===== src/rtl/flag_pkg.sv =====
package flag_pkg;
  // Architectural flag state kept by the unit.
  typedef struct packed {
    logic so;
    logic ov;
    logic ov32;
    logic ca;
    logic ca32;
  } flags_t;

  // Positions inside the 4-bit condition field; the order is consumed downstream.
  localparam int CR_NEG  = 3;
  localparam int CR_POS  = 2;
  localparam int CR_ZERO = 1;
  localparam int CR_SUM  = 0;
endpackage


===== src/rtl/flag_carry.sv =====
module flag_carry #(
  parameter int W    = 64,
  parameter int NOPS = 3
) (
  input  logic [NOPS-1:0][W-1:0] ops,
  input  logic [NOPS-1:0]        present,
  input  logic [W-1:0]           first_op,
  input  logic [W-1:0]           second_op,
  input  logic [W-1:0]           result,
  input  logic                   is_add,
  output logic                   carry_full,
  output logic                   carry_half
);
  localparam int HALF = W / 2;

  logic [NOPS-1:0] gt_full;
  logic [NOPS-1:0] gt_half;

  // One unsigned comparator pair per operand slot.
  for (genvar i = 0; i < NOPS; i++) begin : g_cmp
    assign gt_full[i] = present[i] && (ops[i] > result);
    assign gt_half[i] = present[i] && (ops[i][HALF-1:0] > result[HALF-1:0]);
  end

  logic half_add;
  assign half_add = result[HALF] ^ first_op[HALF] ^ second_op[HALF];

  assign carry_full = |gt_full;
  assign carry_half = is_add ? half_add : (|gt_half);
endmodule


===== src/rtl/flag_ovf.sv =====
module flag_ovf #(
  parameter int W = 64
) (
  input  logic [W-1:0] first_op,
  input  logic [W-1:0] second_op,
  input  logic [W-1:0] result,
  output logic         ovf_full,
  output logic         ovf_half
);
  localparam int HALF = W / 2;

  // Signed overflow: operands agree in sign, the result disagrees.
  assign ovf_full = (first_op[W-1] == second_op[W-1]) &&
                    (result[W-1] != first_op[W-1]);
  assign ovf_half = (first_op[HALF-1] == second_op[HALF-1]) &&
                    (result[HALF-1] != first_op[HALF-1]);
endmodule


===== src/rtl/flag_cr.sv =====
module flag_cr #(
  parameter int W = 64
) (
  input  logic [W-1:0] result,
  input  logic         so_in,
  output logic [3:0]   field
);
  import flag_pkg::*;

  logic is_zero;
  assign is_zero = (result == '0);

  always_comb begin
    field           = '0;
    field[CR_NEG]   = result[W-1];
    field[CR_POS]   = !result[W-1] && !is_zero;
    field[CR_ZERO]  = is_zero;
    field[CR_SUM]   = so_in;
  end
endmodule


===== src/rtl/flag_unit.sv =====
module flag_unit #(
  parameter int W = 64
) (
  input  logic         clk,
  input  logic         rst_n,
  input  logic         valid,
  input  logic         is_add,
  input  logic         inv_a,
  input  logic [W-1:0] op_a,
  input  logic [W-1:0] op_b,
  input  logic         b_present,
  input  logic [W-1:0] imm,
  input  logic         imm_present,
  input  logic [W-1:0] result,
  input  logic         carry_en,
  input  logic         ov_en,
  input  logic         ov_ok,
  input  logic         div_ov_present,
  input  logic         div_ov,
  input  logic [1:0]   done_mask,
  input  logic         rc_en,
  output logic         ca,
  output logic         ca32,
  output logic         ov,
  output logic         ov32,
  output logic         so,
  output logic [3:0]   cr_field
);
  import flag_pkg::*;

  localparam int NOPS = 3;

  // Operand assembly: slot 0 first operand, slot 1 register, slot 2 immediate.
  logic [W-1:0]            a_eff;
  logic [W-1:0]            second;
  logic                    has_second;
  logic [NOPS-1:0][W-1:0]  ops;
  logic [NOPS-1:0]         present;

  assign a_eff      = inv_a ? ~op_a : op_a;
  assign has_second = b_present | imm_present;
  assign second     = b_present ? op_b : (imm_present ? imm : '0);
  assign ops        = {imm, op_b, a_eff};
  assign present    = {imm_present, b_present, 1'b1};

  logic c_full, c_half, o_full, o_half;

  flag_carry #(.W(W), .NOPS(NOPS)) u_carry (
    .ops        (ops),
    .present    (present),
    .first_op   (a_eff),
    .second_op  (second),
    .result     (result),
    .is_add     (is_add),
    .carry_full (c_full),
    .carry_half (c_half)
  );

  flag_ovf #(.W(W)) u_ovf (
    .first_op  (a_eff),
    .second_op (second),
    .result    (result),
    .ovf_full  (o_full),
    .ovf_half  (o_half)
  );

  flags_t     flags_q, flags_d;
  logic [3:0] cr_q, cr_d, cr_calc;

  flag_cr #(.W(W)) u_cr (
    .result (result),
    .so_in  (flags_d.so),
    .field  (cr_calc)
  );

  // Next-state logic.
  always_comb begin
    flags_d = flags_q;
    if (valid && carry_en) begin
      if (!done_mask[0]) flags_d.ca   = c_full;
      if (!done_mask[1]) flags_d.ca32 = c_half;
    end
    if (valid && ov_en && ov_ok) begin
      if (div_ov_present) begin
        flags_d.ov   = div_ov;
        flags_d.ov32 = div_ov;
        flags_d.so   = flags_q.so | div_ov;
      end else if (has_second) begin
        flags_d.ov   = o_full;
        flags_d.ov32 = o_half;
        flags_d.so   = flags_q.so | o_full;
      end
    end
  end

  assign cr_d = (valid && rc_en) ? cr_calc : cr_q;

  // Registers, loaded only when an operation is presented.
  always_ff @(posedge clk or negedge rst_n) begin
    if (!rst_n) begin
      flags_q <= '0;
      cr_q    <= '0;
    end else if (valid) begin
      flags_q <= flags_d;
      cr_q    <= cr_d;
    end
  end

  assign ca       = flags_q.ca;
  assign ca32     = flags_q.ca32;
  assign ov       = flags_q.ov;
  assign ov32     = flags_q.ov32;
  assign so       = flags_q.so;
  assign cr_field = cr_q;
endmodule


===== config.mk =====
export PLATFORM = sky130hd
export DESIGN_NAME = flag_unit
export DESIGN_NICKNAME = d
export VERILOG_FILES = /design/src/rtl/flag_pkg.sv /design/src/rtl/flag_carry.sv /design/src/rtl/flag_ovf.sv /design/src/rtl/flag_cr.sv /design/src/rtl/flag_unit.sv
export SDC_FILE = /design/constraint.sdc
export NUM_CORES = 1
export LEC_CHECK = 0
export BUFFER_PORTS_ARGS = -buffer_cell sky130_fd_sc_hd__buf_2
export CELL_PAD_IN_SITES_DETAIL_PLACEMENT = 1
export CELL_PAD_IN_SITES_GLOBAL_PLACEMENT = 1
export CORE_MARGIN = 5
export CORE_UTILIZATION = 30
export DETAILED_ROUTE_END_ITERATION = 12
export GPL_TIMING_DRIVEN = 0
export PLACE_DENSITY_LB_ADDON = 0.25
export SLEW_MARGIN = 10
export SYNTH_ARGS = -nofsm -noshare
export SYNTH_HDL_FRONTEND = slang
export SYNTH_SLANG_ARGS = --single-unit
export TNS_END_PERCENT = 10

===== constraint.sdc =====
create_clock -name clk -period 1.1 [get_ports clk]
set_clock_uncertainty 0.05 [all_clocks]
set_input_delay 0.165 -clock clk [delete_from_list [all_inputs] [get_ports clk]]
set_output_delay 0.165 -clock clk [all_outputs]
set_load 0.03 [all_outputs]

==> flow_summary.json <==
{
  "crit_fanout": 3,
  "grt_max_degree": 11,
  "ctsLongestPathBuffers": 2,
  "netlist_area_mm2": 0.00559,
  "fin_crit_ns": 2.25,
  "synth-edff-count": 0,
  "r2r_setup_slack_ns": 0.06,
  "crit_slowest_cell": "or4_1",
  "wire_per_inst_um": 19.5,
  "final_cells": 1235,
  "dr.pass1.iters": 4,
  "critical_path_class": "in -> reg",
  "syn_inst": 700,
  "gp_congestion": 0.829,
  "reg2reg_depth": 2,
  "grt_pass1_vias": 7090,
  "synth-adder-area-share_pct": 43.0,
  "drive_gt1_share_pct": 38.0,
  "cts_root_buf": "clkbuf_16",
  "synth_compound_area_share_pct": 19.1,
  "synth_xor_area_share_pct": 10.5,
  "rr_startpoint": "so",
  "endpoint_kind": "register",
  "vias": 6489,
  "htree_levels": 1,
  "cpPeakStageDelay_ns": 0.41,
  "hold_start": "result[63]",
  "drtAntennaViolNets": 0,
  "ir_drop_mv": 0.385,
  "synth_ff_type": "dfrtp_1",
  "place_hpwl_mm": 21.5,
  "drc_errors": 0,
  "maxSlewHeadroom_pct": 62.4,
  "num_io_pins": 280,
  "cp_cell_sequence": "buf_2 -> inv_1 -> ha_1 -> nand4_1 -> nor4_4 -> nand2_1 -> or4_1 -> a21boi_1 -> o22ai_1 -> o32a_1",
  "slew_violations": 0,
  "grt_use_total_pct": 21.6,
  "min_path_type": "in -> reg",
  "final_cell_mix": "267 x buf_2, 169 x ha_1, 72 x a21oi_1",
  "cts_tree": "built",
  "cellPowerDensity_mw_per_mm2": 554,
  "numCtsBuffers": 3,
  "arrival_ns": 2.32,
  "layout.nets": 1463,
  "cts.sinks": 9,
  "cts.reportedPaths.clkPinSlew_ns": 0.04,
  "status": "finished, violations left",
  "synth_top_family_by_area": "adder cells",
  "grt_pass1_wl_mm": 37.4,
  "start_kind": "primary input",
  "core_area_mm2": 0.0185,
  "fmax_mhz": 444,
  "r2r-end": "cr_field[0]",
  "initial_core_util_pct": 30.2,
  "fin_crit_sh_pct": 205,
  "synth-seq-cells": 9,
  "crit_family": "simple AND/OR/NAND/NOR gates",
  "port_buffers": 278,
  "die_area_mm2": 0.0215,
  "place_ws_ns": -1.68,
  "finalSetupViolations": 8,
  "rsz0062_at_grt": "yes",
  "drt_wl_total_mm": 24.0,
  "finalHoldViolations": 0,
  "async_reset_ff_share_pct": 100,
  "synth_nets": 1163,
  "antenna_found_initial": 6,
  "leakagePower_nw": 4.24,
  "area_growth_pct": 46.0,
  "crit_buf_inv": 2,
  "clock_latency_ns": 0.24,
  "worstMarginPinSlew_ns": 0.559,
  "place_inst": 1212,
  "die_h_um": 146,
  "p_total_w": 0.00452,
  "yosys_warnings": 0,
  "violations": "setup timing",
  "initialDrtViolationCount": 115,
  "mostFrequentLayoutCell": "buf_2",
  "synth_cell_types": 50,
  "synth-simple-area-share_pct": 17.9,
  "setup_ws_ns": -1.15,
  "holdPathStages": 2,
  "vias_per_cell": 5.25,
  "gr-total-overflow": 0,
  "crit_required_ns": 1.16,
  "yosysSeqAreaShare_pct": 4.03,
  "row_count": 50,
  "min_to": "cr_field[2]",
  "drv_cap": 0,
  "synth.avg_cell_area_um2": 7.98,
  "synthMuxAreaShare_pct": 0.403,
  "die_w_um": 146
}
-- flip-flops by register name, indices dropped and copies added (netlist names) --
signal    cells
ov            1
ov32          1
so            1
ca32          1
cr_field      4
ca            1
-- per-layer routing --
metal / track usage, % / wire length [um] / vias up
met4: 3.72 / 455 / 8
met3: 3.72 / 1170 / 32
met2: 38.3 / 11700 / 181
li1: - / - / 3249
met1: 27.8 / 10700 / 3019
met5: 0 / 39 / -
-- cells by family (layout without fill, tap and decap cells) --
group,Yosys count,in the layout
XOR/XNOR,67,67
other,0,2
AO/OA/AOI/OAI,174,174
multiplexers,2,2
AND/OR/NAND/NOR,181,181
flip-flops,9,9
adder cells (fa/ha/maj),192,192
buffers and inverters,75,374
-- worst max-delay path by stage --
stage          endpoint  cells past startpoint       start  slack [ns]
4_1_cts              ca                     10  result[62]       -1.16
2_1_floorplan        ca                     11       inv_a       -1.10
6_report             ca                     10  result[24]       -1.15
3_5_place_dp         ca                     10  result[25]       -1.68
5_1_grt              ca                     10  result[24]       -1.27
3_3_place_gp         ca                     10  result[30]       -1.67
-- synthesized netlist by cell type (2+ instances only) --
cell	instances	area [um2]
ha_1	192	2400
a21oi_1	75	375
inv_1	68	255
xor2_1	63	552
nand2_1	47	176
nand4_1	39	244
o21ai_0	27	135
nor4_1	26	163
a21o_1	23	173
nor2_1	19	71.3
nand3_1	14	70.1
a211oi_1	9	67.6
dfrtp_1	9	225
o211ai_1	9	67.6
nor3_1	7	35.0
buf_1	6	22.5
a221oi_1	5	43.8
a22oi_1	5	37.5
and4_1	5	43.8
nor2b_1	5	31.3
xnor2_1	4	35.0
a31oi_1	3	18.8
o22ai_1	3	18.8
or4_1	3	22.5
a2111oi_0	2	17.5
and2_1	2	12.5
mux2_2	2	22.5
nand4_2	2	25.0
nand4b_1	2	17.5
o21a_1	2	15.0
o32a_1	2	20.0
or2_1	2	12.5
-- timing repair --
action	CTS	global route
setup buffers	14	2
hold buffers	1	0
endpoints found under the setup margin	8	8
gates resized for setup	88	22
endpoints found under the hold margin	9	0
pin swaps	31	11
-- report_power, final --
part           internal [W]  switching, W  total (W)  leakage (nW)
Clock              0.000485      0.000169   0.000654        0.0382
Combinational       0.00156       0.00188    0.00344          4.09
Sequential         0.000391     0.0000333   0.000425         0.104
Total               0.00243       0.00208    0.00452          4.24
-- cell type report --
| cell class | instances | area [um2] |
|---|---|---|
| clock buffer | 4 | 78.8 |
| multi-input combinational | 616 | 5580 |
| inverter | 68 | 290 |
| sequential | 9 | 225 |
| antenna | 2 | 5.00 |
| buffer | 7 | 83.8 |
| tap | 234 | 293 |
| timing repair buffer | 295 | 1600 |
| fill | 2311 | 10400 |
-- per-stage QoR --
stage | area [um2] | setup TNS (ns) | util, % | hold slack (ns)
floorplan | 5700 | -4.37 | - | -0.181
global placement | 7390 | -8.72 | 39.9 | -0.0194
detailed placement | 7390 | -8.87 | 39.9 | -0.0193
CTS | 7990 | -5.14 | 43.2 | 0.0967
global route | 8160 | -5.15 | 44.1 | 0.0992
finish | 8160 | -4.63 | 44.1 | 0.102
(Power assumes the default switching activity.)
